`src/rtl/segsched_pkg.sv`:
```
package segsched_pkg;

  // Strobes from the sequencing control to the schedule/bank datapath
  typedef struct packed {
    logic idle;     // controller has not started; schedule may be written
    logic init;     // begin a run: reset segment number, latch count
    logic advance;  // the executing segment reported completion
  } seqStrobe_t;

  typedef enum logic {
    ST_IDLE = 1'b0,
    ST_RUN  = 1'b1
  } seqState_t;

endpackage

```
`src/rtl/segsched_datapath.sv`:
```
module segsched_datapath
  import segsched_pkg::*;
#(
  parameter int IDX_W   = 6,
  parameter int MAX_SEG = 8,
  parameter int AW      = 3,
  parameter int CW      = 4
) (
  input  logic             clk,
  input  logic             rstN,
  input  seqStrobe_t       str,
  input  logic             loadEn,
  input  logic [AW-1:0]    loadAddr,
  input  logic [IDX_W-1:0] loadData,
  input  logic [CW-1:0]    segCount,
  input  logic             frameCaptured,
  output logic [IDX_W-1:0] entryFirst,
  output logic [IDX_W-1:0] entryNext,
  output logic             frameHeld,
  output logic             srcRaw,
  output logic             dstOut,
  output logic             tmpRdSel,
  output logic             tmpWrSel,
  output logic             rawWrSel,
  output logic             rawRdSel,
  output logic             outWrSel,
  output logic             outStart,
  output logic             outBank,
  output logic             overrun
);

  localparam logic [CW-1:0] MAXC = CW'(MAX_SEG);

  logic [IDX_W-1:0] sched [MAX_SEG];
  logic [AW-1:0]    segIdx;
  logic [CW-1:0]    numSegR;
  logic [CW-1:0]    segPlus;
  logic             segLast;
  logic [AW-1:0]    nextPos;
  logic             busy;

  assign segPlus    = CW'(segIdx) + CW'(1);
  assign segLast    = (segPlus == numSegR);
  assign nextPos    = segLast ? '0 : segPlus[AW-1:0];
  assign entryFirst = sched[0];
  assign entryNext  = sched[nextPos];
  assign frameHeld  = busy;

  // Bank routing for the current segment
  assign srcRaw   = (segIdx == '0);
  assign dstOut   = segLast;
  assign tmpWrSel = segIdx[0];
  assign tmpRdSel = ~segIdx[0];

  // Schedule buffer: writable only before the run starts
  always_ff @(posedge clk or negedge rstN) begin
    if (!rstN) begin
      for (int i = 0; i < MAX_SEG; i++) sched[i] <= '0;
    end else if (str.idle && loadEn && (int'(loadAddr) < MAX_SEG)) begin
      sched[loadAddr] <= loadData;
    end
  end

  // Segment counter
  always_ff @(posedge clk or negedge rstN) begin
    if (!rstN) begin
      segIdx  <= '0;
      numSegR <= CW'(1);
    end else if (str.init) begin
      segIdx  <= '0;
      numSegR <= (segCount > MAXC) ? MAXC : segCount;
    end else if (str.advance) begin
      segIdx  <= segLast ? '0 : segPlus[AW-1:0];
    end
  end

  // Frame ownership and ping-pong banks
  always_ff @(posedge clk or negedge rstN) begin
    if (!rstN) begin
      busy     <= 1'b0;
      rawWrSel <= 1'b0;
      rawRdSel <= 1'b0;
      outWrSel <= 1'b0;
      outStart <= 1'b0;
      outBank  <= 1'b0;
      overrun  <= 1'b0;
    end else begin
      outStart <= 1'b0;
      if (str.advance && segLast) begin
        busy     <= 1'b0;
        outStart <= 1'b1;
        outBank  <= outWrSel;
        outWrSel <= ~outWrSel;
      end
      if (frameCaptured) begin
        if (!busy) begin
          busy     <= 1'b1;
          rawRdSel <= rawWrSel;
          rawWrSel <= ~rawWrSel;
        end else begin
          overrun  <= 1'b1;
        end
      end
    end
  end

  // overrun never clears by itself
  a_r10_overrun_sticky: assert property (@(posedge clk) disable iff (!rstN)
    overrun |=> overrun);

  // a dropped frame leaves both raw selects where they were
  a_r10_drop_keeps_banks: assert property (@(posedge clk) disable iff (!rstN)
    (frameCaptured && frameHeld) |=> ($stable(rawWrSel) && $stable(rawRdSel)));

  // an accepted frame is held and never shares a bank with acquisition
  a_r9_accept_splits_banks: assert property (@(posedge clk) disable iff (!rstN)
    (frameCaptured && !frameHeld) |=> (frameHeld && (rawRdSel != rawWrSel)));

  // output module gets the bank just finished, not the next one written
  a_r8_out_bank: assert property (@(posedge clk) disable iff (!rstN)
    outStart |-> (outBank != outWrSel));

  // after the last segment the schedule is back at the raw-reading entry
  a_r7_wrap_to_raw: assert property (@(posedge clk) disable iff (!rstN)
    outStart |-> srcRaw);

endmodule

```
`src/rtl/segsched_control.sv`:
```
module segsched_control
  import segsched_pkg::*;
#(
  parameter int IDX_W = 6
) (
  input  logic             clk,
  input  logic             rstN,
  input  logic             runEn,
  input  logic             countNz,
  input  logic             frameHeld,
  input  logic [IDX_W-1:0] entryFirst,
  input  logic [IDX_W-1:0] entryNext,
  input  logic [1:0]       cfgDone,
  input  logic [1:0]       slotDone,
  output seqStrobe_t       str,
  output logic [1:0]       cfgReq,
  output logic [IDX_W-1:0] cfgIdx,
  output logic [1:0]       startSlot,
  output logic             slotSel
);

  localparam int NSLOT = 2;

  seqState_t        state;
  logic             actSlot;
  logic             running;
  logic [NSLOT-1:0] loaded;
  logic             initNow;
  logic             startNow;
  logic             finishNow;

  assign initNow   = (state == ST_IDLE) && runEn && countNz;
  assign startNow  = (state == ST_RUN) && !running && loaded[actSlot] && frameHeld;
  assign finishNow = (state == ST_RUN) && running && slotDone[actSlot];

  assign str.idle    = (state == ST_IDLE);
  assign str.init    = initNow;
  assign str.advance = finishNow;
  assign slotSel     = actSlot;

  always_ff @(posedge clk or negedge rstN) begin
    if (!rstN) begin
      state   <= ST_IDLE;
      actSlot <= 1'b0;
      running <= 1'b0;
      cfgIdx  <= '0;
    end else if (initNow) begin
      state   <= ST_RUN;
      actSlot <= 1'b0;
      running <= 1'b0;
      cfgIdx  <= entryFirst;
    end else if (startNow) begin
      running <= 1'b1;
      cfgIdx  <= entryNext;
    end else if (finishNow) begin
      running <= 1'b0;
      actSlot <= ~actSlot;
    end
  end

  // Per-slot reconfiguration and start handshakes
  always_ff @(posedge clk or negedge rstN) begin
    if (!rstN) begin
      cfgReq    <= '0;
      loaded    <= '0;
      startSlot <= '0;
    end else begin
      for (int s = 0; s < NSLOT; s++) begin
        startSlot[s] <= startNow && (actSlot == 1'(s));
        if (initNow) begin
          cfgReq[s] <= (s == 0);
          loaded[s] <= 1'b0;
        end else if (startNow && (actSlot != 1'(s))) begin
          cfgReq[s] <= 1'b1;
          loaded[s] <= 1'b0;
        end else if (cfgReq[s] && cfgDone[s]) begin
          cfgReq[s] <= 1'b0;
          loaded[s] <= 1'b1;
        end
      end
    end
  end

  // never more than one reconfiguration outstanding
  a_r4_one_request: assert property (@(posedge clk) disable iff (!rstN)
    $onehot0(cfgReq));

  // a request without its done stays up
  a_r4_req_held: assert property (@(posedge clk) disable iff (!rstN)
    ((cfgReq & ~cfgDone) != 2'b00) |=> (cfgReq != 2'b00));

  // at most one slot started at a time
  a_r5_single_start: assert property (@(posedge clk) disable iff (!rstN)
    $onehot0(startSlot));

  // a slot is never started while its reconfiguration is pending
  a_r11_no_start_during_cfg: assert property (@(posedge clk) disable iff (!rstN)
    (startSlot & cfgReq) == 2'b00);

  // completion of the executing slot hands memory to the other slot
  a_r6_mux_switch: assert property (@(posedge clk) disable iff (!rstN)
    (running && slotDone[actSlot]) |=> (slotSel != $past(slotSel)));

endmodule

```
`src/rtl/segsched_top.sv`:
```
module segsched_top
  import segsched_pkg::*;
#(
  parameter int IDX_W   = 6,
  parameter int MAX_SEG = 8,
  localparam int AW = (MAX_SEG > 1) ? $clog2(MAX_SEG) : 1,
  localparam int CW = $clog2(MAX_SEG + 1)
) (
  input  logic             clk,
  input  logic             rstN,
  input  logic             runEn,
  input  logic [CW-1:0]    segCount,
  input  logic             loadEn,
  input  logic [AW-1:0]    loadAddr,
  input  logic [IDX_W-1:0] loadData,
  input  logic             frameCaptured,
  input  logic [1:0]       cfgDone,
  input  logic [1:0]       slotDone,
  output logic [1:0]       cfgReq,
  output logic [IDX_W-1:0] cfgIdx,
  output logic [1:0]       startSlot,
  output logic             slotSel,
  output logic             rawWrSel,
  output logic             rawRdSel,
  output logic             tmpRdSel,
  output logic             tmpWrSel,
  output logic             srcRaw,
  output logic             dstOut,
  output logic             outWrSel,
  output logic             outStart,
  output logic             outBank,
  output logic             overrun
);

  seqStrobe_t       str;
  logic [IDX_W-1:0] entryFirst;
  logic [IDX_W-1:0] entryNext;
  logic             frameHeld;

  segsched_control #(.IDX_W(IDX_W)) u_ctl (
    .clk(clk), .rstN(rstN), .runEn(runEn), .countNz(|segCount),
    .frameHeld(frameHeld), .entryFirst(entryFirst), .entryNext(entryNext),
    .cfgDone(cfgDone), .slotDone(slotDone), .str(str),
    .cfgReq(cfgReq), .cfgIdx(cfgIdx), .startSlot(startSlot), .slotSel(slotSel)
  );

  segsched_datapath #(.IDX_W(IDX_W), .MAX_SEG(MAX_SEG), .AW(AW), .CW(CW)) u_dp (
    .clk(clk), .rstN(rstN), .str(str), .loadEn(loadEn), .loadAddr(loadAddr),
    .loadData(loadData), .segCount(segCount), .frameCaptured(frameCaptured),
    .entryFirst(entryFirst), .entryNext(entryNext), .frameHeld(frameHeld),
    .srcRaw(srcRaw), .dstOut(dstOut), .tmpRdSel(tmpRdSel), .tmpWrSel(tmpWrSel),
    .rawWrSel(rawWrSel), .rawRdSel(rawRdSel), .outWrSel(outWrSel),
    .outStart(outStart), .outBank(outBank), .overrun(overrun)
  );

endmodule

```
`config.mk`:
```
export PLATFORM = sky130hd
export DESIGN_NAME = segsched_top
export DESIGN_NICKNAME = d
export VERILOG_FILES = /design/src/rtl/segsched_pkg.sv /design/src/rtl/segsched_datapath.sv /design/src/rtl/segsched_control.sv /design/src/rtl/segsched_top.sv
export SDC_FILE = /design/constraint.sdc
export NUM_CORES = 1
export LEC_CHECK = 0
export BUFFER_PORTS_ARGS = -buffer_cell sky130_fd_sc_hd__buf_2
export CAP_MARGIN = 20
export CELL_PAD_IN_SITES_DETAIL_PLACEMENT = 0
export CELL_PAD_IN_SITES_GLOBAL_PLACEMENT = 1
export CORE_ASPECT_RATIO = 1.1
export CORE_MARGIN = 1.5
export CORE_UTILIZATION = 42
export DETAILED_ROUTE_END_ITERATION = 16
export GPL_ROUTABILITY_DRIVEN = 1
export PLACE_DENSITY = 0.86
export SYNTH_ARGS = -nofsm -noshare
export SYNTH_HDL_FRONTEND = slang
export SYNTH_SLANG_ARGS = --single-unit
export TNS_END_PERCENT = 1
```
`constraint.sdc`:
```
create_clock -name clk -period 2.6 [get_ports clk]
set_clock_uncertainty 0.1 [all_clocks]
set_input_delay 0.13 -clock clk [delete_from_list [all_inputs] [get_ports clk]]
set_output_delay 0.13 -clock clk [all_outputs]
set_load 0.02 [all_outputs]
```
## Word level (Yosys, flattened, before mapping)

Cells that the tools add are included.

| word-level totals | value |
|---|---|
| register bits after elaboration | 77 |
| input port bits | 22 |
| output and inout port bits | 21 |
| word-level logic and storage cells | 105 |

| cells by class | value |
|---|---|
| add/subtract/negate cells | 1 |
| order comparisons | 5 |
| eq/ne operators | 2 |
| mux-type cells | 38 |
| bitwise logic cells | 8 |
| reductions and logical operators | 25 |

Operators with widths:

| cell | number |
|---|---|
| 48-bit bitwise mux | 1 |
| 6-bit two-way mux | 5 |
| 1-bit two-way mux | 26 |
| 6-bit binary-select mux with 3-bit select | 1 |
| 6-bit demux with 3-bit select | 1 |
| 1-bit logical AND | 14 |
| 3-bit two-way mux | 3 |
| 3-bit nonzero test | 3 |
| 4-bit greater-or-equal comparator, second input constant | 2 |
| 3-bit inverter with 4-bit output | 2 |
| 1-bit inverter | 6 |
| 2-bit AND reduction | 3 |
| 3-bit by 1-bit adder with 4-bit output, second input constant | 1 |
| 4-bit equality test | 1 |
| 4-bit greater-than comparator, second input constant | 1 |
| 4-bit by 1-bit less-than comparator with 1-bit output, second input constant | 1 |
| 4-bit two-way mux | 1 |
| 2-bit nonzero test | 2 |
| 4-bit OR reduction | 1 |
| 3-bit logical NOT | 1 |
| 1-bit by 2-bit less-than comparator with 1-bit output, second input constant | 1 |
| 2-bit by 1-bit != test with 1-bit output, second input constant | 1 |
| 1-bit logical NOT | 1 |

## Depth between registers and ports, before layout

Gate-level depths: netlist of run 1.

| logic depth | value |
|---|---|
| depth after elaboration | 9 |
| gate-level depth with buffers | 10 |
| gate-level depth less buffers | 8 |

## Cells and area by module

Synthesis of run 1 repeated with hierarchy kept, for this count alone.

| second synthesis, totals | value |
|---|---|
| cell total of the unflattened synthesis | 350 |
| area total of the unflattened synthesis | 4071.4 um2 |

By module, submodules not included:

| module | times used | cells each | area each (um2) | seq. area each (um2) |
|---|---|---|---|---|
| segsched_datapath | 1 | 279 | 3339.5 | 1552.7 |
| segsched_control | 1 | 70 | 724.4 | 375.4 |
| segsched_top | 1 | 1 | 7.5 | 0.0 |

## Worst setup path after synthesis of run 1

Ideal clock, no wire load.

| timing path | value |
|---|---|
| path type | register -> register |
| from | register u_dp.segIdx[0] |
| to | register u_ctl.cfgIdx[4] |
| library setup time | 0.138 ns |
| arrival | 2.573 ns |
| data required time | 2.362 ns |
| path slack | -0.211 ns |
| stages on the path, launching flop included | 11 |
| buffers on the path | 3 |
| clock period less this slack | 2.811 ns |
| cell sequence | dfrtp_1 buf_2 inv_1 clkbuf_1 ha_1 buf_2 mux2_2 a22oi_1 nor3_1 o41ai_1 a32oi_1 |

| between the ends | value |
|---|---|
| word-level cells in the longest chain between the ends | 9 |

Ends and longest elaborated chain:

| item | RTL line | text |
|---|---|---|
| from (decl) | segsched_datapath.sv:35 | `logic [AW-1:0] segIdx;` |
| from (signal assigned) | segsched_datapath.sv:73 | `segIdx <= segLast ? '0 : segPlus[AW-1:0];` |
| 3-bit by 1-bit adder with 4-bit output * | segsched_datapath.sv:42 | `assign segPlus = CW'(segIdx) + CW'(1);` |
| 4-bit equality test | segsched_datapath.sv:43 | `assign segLast = (segPlus == numSegR);` |
| 3-bit two-way mux * | segsched_datapath.sv:44 | `assign nextPos = segLast ? '0 : segPlus[AW-1:0];` |
| 3-bit inverter with 4-bit output (not written as such) * | segsched_datapath.sv:46 | `assign entryNext = sched[nextPos];` |
| 6-bit binary-select mux with 3-bit select * | segsched_datapath.sv:46 |  |
| 6-bit two-way mux (not written as such) * (2 in a row) | segsched_datapath.sv:46 |  |
| 6-bit two-way mux * | segsched_control.sv:52 | `end else if (startNow) begin` |
| 6-bit two-way mux * | segsched_control.sv:47 | `end else if (initNow) begin` |
| to (signal assigned) | segsched_control.sv:51 | `cfgIdx <= entryFirst;` |
| to (signal assigned) | segsched_control.sv:54 | `cfgIdx <= entryNext;` |
| to (decl) | segsched_control.sv:17 | `output logic [IDX_W-1:0] cfgIdx,` |

Every way passes the cells marked *; elsewhere a longest branch is shown, timed or not. The select of a mux whose other input is x is not followed.
A chain may end at the register's enable or synchronous reset.

## Worst setup path in the final report of run 1

| timing path | value |
|---|---|
| from | register u_dp.segIdx[0] |
| to | output dstOut |

| between the ends | value |
|---|---|
| word-level cells in the longest chain between the ends | 2 |

Ends and longest elaborated chain:

| item | RTL line | text |
|---|---|---|
| 3-bit by 1-bit adder with 4-bit output | segsched_datapath.sv:42 |  |
| 4-bit equality test | segsched_datapath.sv:43 |  |
| to (decl) | segsched_top.sv:28 | `output logic dstOut,` |

No other way between the ends.

==> results of run 1 <==
-- per-stage QoR --
stage	cell area (um2)	setup WS [ns]	power, mW	instances	hold WS (ns)
after floorplan	3870	0.0421	2.91	331	-0.266
after global placement	4180	0.221	3.39	475	0.231
after global routing	4500	0.0578	4.72	499	0.0617
after CTS	4480	0.0194	4.41	499	0.0518
final	4500	0.169	4.45	499	0.0614
after detailed placement	4180	0.132	3.43	475	0.244
-- report_power, final --
part	switching, mW	internal, mW
Clock	0.425	0.536
Sequential	0.179	1.39
Combinational	1.15	0.773
Total	1.75	2.70
-- Yosys cell counts (all sizes together), types with 4 or more instances --
cell type / number / area, um2
a22oi: 7 / 52.6
o41ai: 6 / 52.6
o22ai: 5 / 31.3
and2: 8 / 50.1
a221o: 5 / 50.1
nor3: 9 / 50.1
clkbuf: 7 / 26.3
nand2b: 7 / 43.8
dfrtp: 76 / 1900
a2bb2oi: 6 / 52.6
a21oi: 15 / 75.1
o21ai: 9 / 48.8
mux2i: 8 / 80.1
nor3b: 4 / 40.0
xor2: 5 / 43.8
mux2: 62 / 698
inv: 6 / 22.5
nand2: 16 / 60.1
buf: 9 / 42.5
nand3: 4 / 20.0
a31oi: 10 / 62.6
a22o: 5 / 43.8
nor2: 11 / 43.8
-- layout make-up --
cell class              instances  area, um2
fillers                       822       4420
flip-flops and latches         77       1930
multi-input cells             231       1860
repair buffers                 55        333
well taps                     114        143
clock buffers                  11        131
clock inverters                 4       73.8
inverters                       7       26.3
-- state kept, by name, summed over array words and instances (netlist names), 2 cells and up --
register         flops
u_ctl.loaded         2
u_ctl.cfgIdx         6
u_ctl.startSlot      2
u_ctl.cfgReq         2
u_dp.entryFirst      6
u_dp.numSegR         4
u_dp.sched          42
u_dp.segIdx          3
-- worst max-delay path: stages, from the launching register on --
cell     delay (ns)
dfrtp_2        0.45
ha_1           0.28
xor2_1         0.30
and3_2         0.35
o21ai_2        0.12
inv_2          0.16
buf_2          0.20
-- routing by layer --
layer / share of wire [%] / vias to the layer above / GRT usage, %
met4: 1.8 / 0 / 6.29
met3: 4.6 / 10 / 4.11
met2: 48 / 77 / 31.7
met5: 0 / - / 0
met1: 46 / 1445 / 27.4
li1: - / 1336 / -
-- worst max-delay path by stage --
stage / from / endpoint / slack, ns / cells after the start
6_report: u_dp.segIdx[0] / dstOut / 0.17 / 6
5_1_grt: u_dp.segIdx[0] / dstOut / 0.06 / 6
4_1_cts: u_dp.segIdx[0] / dstOut / 0.02 / 6
3_5_place_dp: u_dp.segIdx[0] / u_ctl.cfgIdx[4] / 0.13 / 7
3_3_place_gp: u_dp.segIdx[0] / u_ctl.cfgIdx[4] / 0.22 / 7
2_1_floorplan: u_dp.segIdx[0] / u_ctl.cfgIdx[4] / 0.04 / 10
-- cell families (layout without fill, tap and decap cells) --
logic type | after synthesis | count (layout) | synth area share [%]
compound gates | 80 | 80 | 14.9
fa+ha+maj | 2 | 2 | 0.647
flops | 77 | 77 | 49.9
buf+inv | 23 | 77 | 2.46
xor+xnor | 8 | 8 | 1.81
mux | 70 | 70 | 20.1
simple gates | 71 | 71 | 10.1
-- cell usage in the layout (no fill, tap or decap), types with 8 or more instances in the layout --
master and count:
mux2_2 62, nor3_1 8, clkbuf_8 9, a21oi_1 15, dfrtp_1 75, nor2_1 10
dlygate4sd3_1 9, nand2_1 16, and2_1 8, a31oi_1 10, buf_2 41, o21ai_0 8
mux2i_1 8
-- what timing repair did --
item	in CTS	in global routing
hold endpoints to repair	85	0
endpoints found under the setup margin	1	3
resized for setup	1	4
hold buffers	9	0
pin swaps	0	0
==> impl_metrics.yaml, run 1 <==
placement:
  dp_hpwl_um: 6380
  routabilityCongestion: 0.828
  io_buffers: 42
synthesis:
  synth-async-reset-ratio_pct: 100
  syn_inst: 331
  synth_edf_count: 0
  yosysUniqueCellTypes: 51
  ys_seq_area_share_pct: 49.9
  avgSynthCellArea_um2: 11.7
  syn-cell-area_um2: 3860
  ys_ff_latch: 77
  yosysWarnings: 0
  ys.flop_type: "dfrtp_1"
  synth_nets: 355
sta:
  slew_violations: 0
  setup_viol: 0
  max_freq_ghz: 0.411
  slew_headroom_pct: 35.7
  setup_tns_ns: 0
  period_minus_slack_ns: 2.43
  rsz0062_at_grt: "no"
  worst_pin_slew_ns: 0.965
  finalHoldViolCount: 0
  min_period_over_period_pct: 93.5
global_route:
  grt_pass1_vias: 2959
  gr-usage-all-layers_pct: 20.0
  grt_max_degree: 78
  grt_pass1_wl_um: 15100
  gr-total-overflow: 0
  antenna_found_initial: 0
floorplanning:
  pin_count: 43
  core_area_um2: 8920
  start_util_pct: 43.3
  die_y_um: 104
  std_cell_rows: 36
  die_area_um2: 9790
  die_w_um: 94.5
drt:
  routed-via-count: 2868
  drc: 0
  wl_per_cell_um: 18.3
  wirelength_um: 9110
  dr.pass1.iters: 4
  drtIter0Drc: 204
  vias_per_cell: 5.75
  antenna_left: 0
layout:
  syn_to_final_growth_pct: 16.4
  nets: 405
  antennaDiodeCount: 0
  layout-drive-gt1-share_pct: 35.1
  final_util_pct: 50.4
clock_tree:
  cts_tree: "built"
  htreeDepth: 3
  clock_latency_ns: 0.35
  cts_setup_buffers: 0
  clkSinkCount: 77
  cts-root-buf: "clkbuf_8"
  clock_path_buffers: 2
  cts-buffers-inserted: 9
  clkTransAtPathRegs_ns: 0.08
hold_path:
  hold_end: "u_dp.sched[32]"
  hold_class: "in -> reg"
  holdPathStages: 2
  min_from: "loadData[2]"
critical_path:
  r2r-end: "u_ctl.cfgIdx[4]"
  crit_arrival_ns: 2.20
  worstPathRequired_ns: 2.37
  cp_max_fo: 9
  end_kind: "output pin"
  reg2reg_from: "u_dp.segIdx[0]"
  worst_setup_path_start_kind: "register"
  worstSetupPathType: "reg -> out"
  rr_worst_depth: 6
  worst-r2r-setup-slack_ns: 0.21
status:
  outcome: "finished clean"
power_and_ir_drop:
  ir_drop_uv: 338
  leakagePower_nw: 2.11
  p_per_area_nw_per_um2: 989
run:
  maxCapViolCount: 0
(Power assumes the default switching activity.)
==> run 2, diff against run 1 <==
--- a/config.mk
+++ b/config.mk
@@ -11,10 +11,11 @@
 export CELL_PAD_IN_SITES_GLOBAL_PLACEMENT = 1
 export CORE_ASPECT_RATIO = 1.1
 export CORE_MARGIN = 1.5
-export CORE_UTILIZATION = 42
+export CORE_UTILIZATION = 44
+export CTS_BUF_LIST = sky130_fd_sc_hd__clkbuf_4
 export DETAILED_ROUTE_END_ITERATION = 16
 export GPL_ROUTABILITY_DRIVEN = 1
-export PLACE_DENSITY = 0.86
+export PLACE_DENSITY = 0.89
 export SYNTH_ARGS = -nofsm -noshare
 export SYNTH_HDL_FRONTEND = slang
 export SYNTH_SLANG_ARGS = --single-unit
==> run 2 against run 1 <==
  * Count of clock-buffer cells in the layout rose by 2
  * Cell count rose by 1.6%
  * Combinational power rose by 2%
  * Design area rose by 0.56%
  * Hold slack got worse by 0.024 ns
  * Routed wire length rose by 1.7%
  * Via count rose by 2.4%
  * Global-route usage rose by 1.7 points
  * Die area fell by 4.4%
  * Setup slack improved by 0.0030 ns
  * Total power fell by 4.0%
  * First-iteration DRC count fell by 16%
==> impl_metrics.yaml, run 2 (synthesized netlist as in run 1, its figures left out) <==
critical_path:
  worst_setup_path_start_kind: "register"
  reg2reg_from: "u_dp.segIdx[0]"
  crit_arrival_ns: 2.20
  r2r-end: "u_ctl.cfgIdx[1]"
  worstPathRequired_ns: 2.37
  rr_worst_depth: 7
  worstSetupPathType: "reg -> out"
  cp_max_fo: 8
  end_kind: "output pin"
  worst-r2r-setup-slack_ns: 0.21
placement:
  routabilityCongestion: 0.885
  io_buffers: 42
  dp_hpwl_um: 6560
run:
  maxCapViolCount: 0
drt:
  wirelength_um: 9270
  dr.pass1.iters: 4
  routed-via-count: 2938
  vias_per_cell: 5.79
  antenna_left: 0
  wl_per_cell_um: 18.3
  drc: 0
  drtIter0Drc: 172
layout:
  antennaDiodeCount: 0
  layout-drive-gt1-share_pct: 35.9
  final_common_cell: "dfrtp_1"
  regMostFlops: "u_dp.sched"
  seq_area_um2: 1930
  largest_register_ffs: 42
  fillCellCount: 763
  final_util_pct: 53.5
  syn_to_final_growth_pct: 17.0
  multi_input_area_um2: 1860
  nets: 415
  layout_common_cells: "dfrtp_1 (75), mux2_2 (62), buf_2 (41)"
sta:
  setup_tns_ns: 0
  slew_violations: 0
  setup_viol: 0
  max_freq_ghz: 0.412
  min_period_over_period_pct: 93.4
  slew_headroom_pct: 54.1
  worst_pin_slew_ns: 0.688
  period_minus_slack_ns: 2.43
  rsz0062_at_grt: "no"
  finalHoldViolCount: 0
clock_tree:
  clkTransAtPathRegs_ns: 0.12
  cts-root-buf: "clkbuf_4"
  htreeDepth: 3
  clock_path_buffers: 2
  clock_latency_ns: 0.42
  cts-buffers-inserted: 9
  cts_tree: "built"
  clkSinkCount: 77
floorplanning:
  die_w_um: 92.4
  pin_count: 43
  die_area_um2: 9360
  core_area_um2: 8450
  start_util_pct: 45.7
  std_cell_rows: 35
  die_y_um: 101
global_route:
  gr-usage-all-layers_pct: 21.7
  gr-usage-met1_pct: 28.7
  grtUsageMet2_pct: 35.7
  use_met3_pct: 4.65
  grt_pass1_vias: 2918
  top_usage_layer: "met2"
  antenna_found_initial: 0
  gr-total-overflow: 0
  grt_max_degree: 44
  grt_pass1_wl_um: 15400
hold_path:
  hold_end: "u_dp.sched[17]"
  holdPathStages: 2
  hold_class: "in -> reg"
  min_from: "loadData[5]"
power_and_ir_drop:
  p_per_area_nw_per_um2: 944
  ir_drop_uv: 404
  leakagePower_nw: 2.13
status:
  outcome: "finished clean"
run 2: changes by cell type in the layout (fill, tap and decap cells not counted), moves of 2 or more:
| cell | change |
|---|---|
| clkbuf_1 | -2 |
| clkbuf_8 | -9 |
| dlygate4sd3_1 | +5 |
| clkbuf_4 | +13 |
| buf_4 | +5 |
run 2: how the worst max path moves through the flow:
stage / end / from
after floorplan: u_ctl.cfgIdx[4] / u_dp.segIdx[0]
after global placement: u_ctl.cfgIdx[4] / u_dp.segIdx[0]
after detailed placement: u_ctl.cfgIdx[4] / u_dp.segIdx[0]
after CTS: dstOut / u_dp.segIdx[0]
after global routing: dstOut / u_dp.segIdx[0]
final: dstOut / u_dp.segIdx[0]
run 2: report_power, final:
part | internal, mW | leakage [nW] | switching (mW)
clock network | 0.341 | 0.0786 | 0.408
logic | 0.805 | 1.03 | 1.15
registers | 1.39 | 1.02 | 0.174
run 2: final cells by class:
| type | count | share of cell area (%) |
|---|---|---|
| flip-flops and latches | 77 | 42.7 |
| multi-input cells | 231 | 41.2 |
| clock inverters | 3 | 1.02 |
| clock buffers | 13 | 2.16 |
| repair buffers | 65 | 9.29 |
| well taps | 111 | 3.07 |
| inverters | 7 | 0.636 |
run 2: metrics by stage:
step	total power, mW	hold WS (ns)	worst slack (ns)	area, um2	cells
final	4.27	0.0374	0.172	4520	507
after CTS	4.25	0.0152	0.0638	4500	507
after global routing	4.55	0.00841	0.0211	4520	507
after global placement	3.45	0.0531	0.248	4220	477
after detailed placement	3.48	0.0566	0.179	4220	477
after floorplan	2.91	-0.266	0.0421	3870	331
run 2: metal layers:
layer | vias to the layer above | wire, um
met5 | - | 0
met4 | 0 | 113
met3 | 10 | 484
met2 | 75 | 4530
met1 | 1487 | 4140
li1 | 1366 | -
run 2: critical path, cell delays in order (launching register included):
cell     delay, ns
dfrtp_2       0.46
ha_1          0.31
xor2_2        0.23
and3_1        0.23
o21ai_2       0.27
inv_4         0.10
buf_2         0.18
run 2: repair_timing:
item                                   in CTS  in global routing
resized for setup                           2                  3
buffers inserted                            0                  0
hold buffers                               14                  0
setup endpoints to repair                   1                  1
endpoints found under the hold margin      79                  0
cloned                                      0                  0
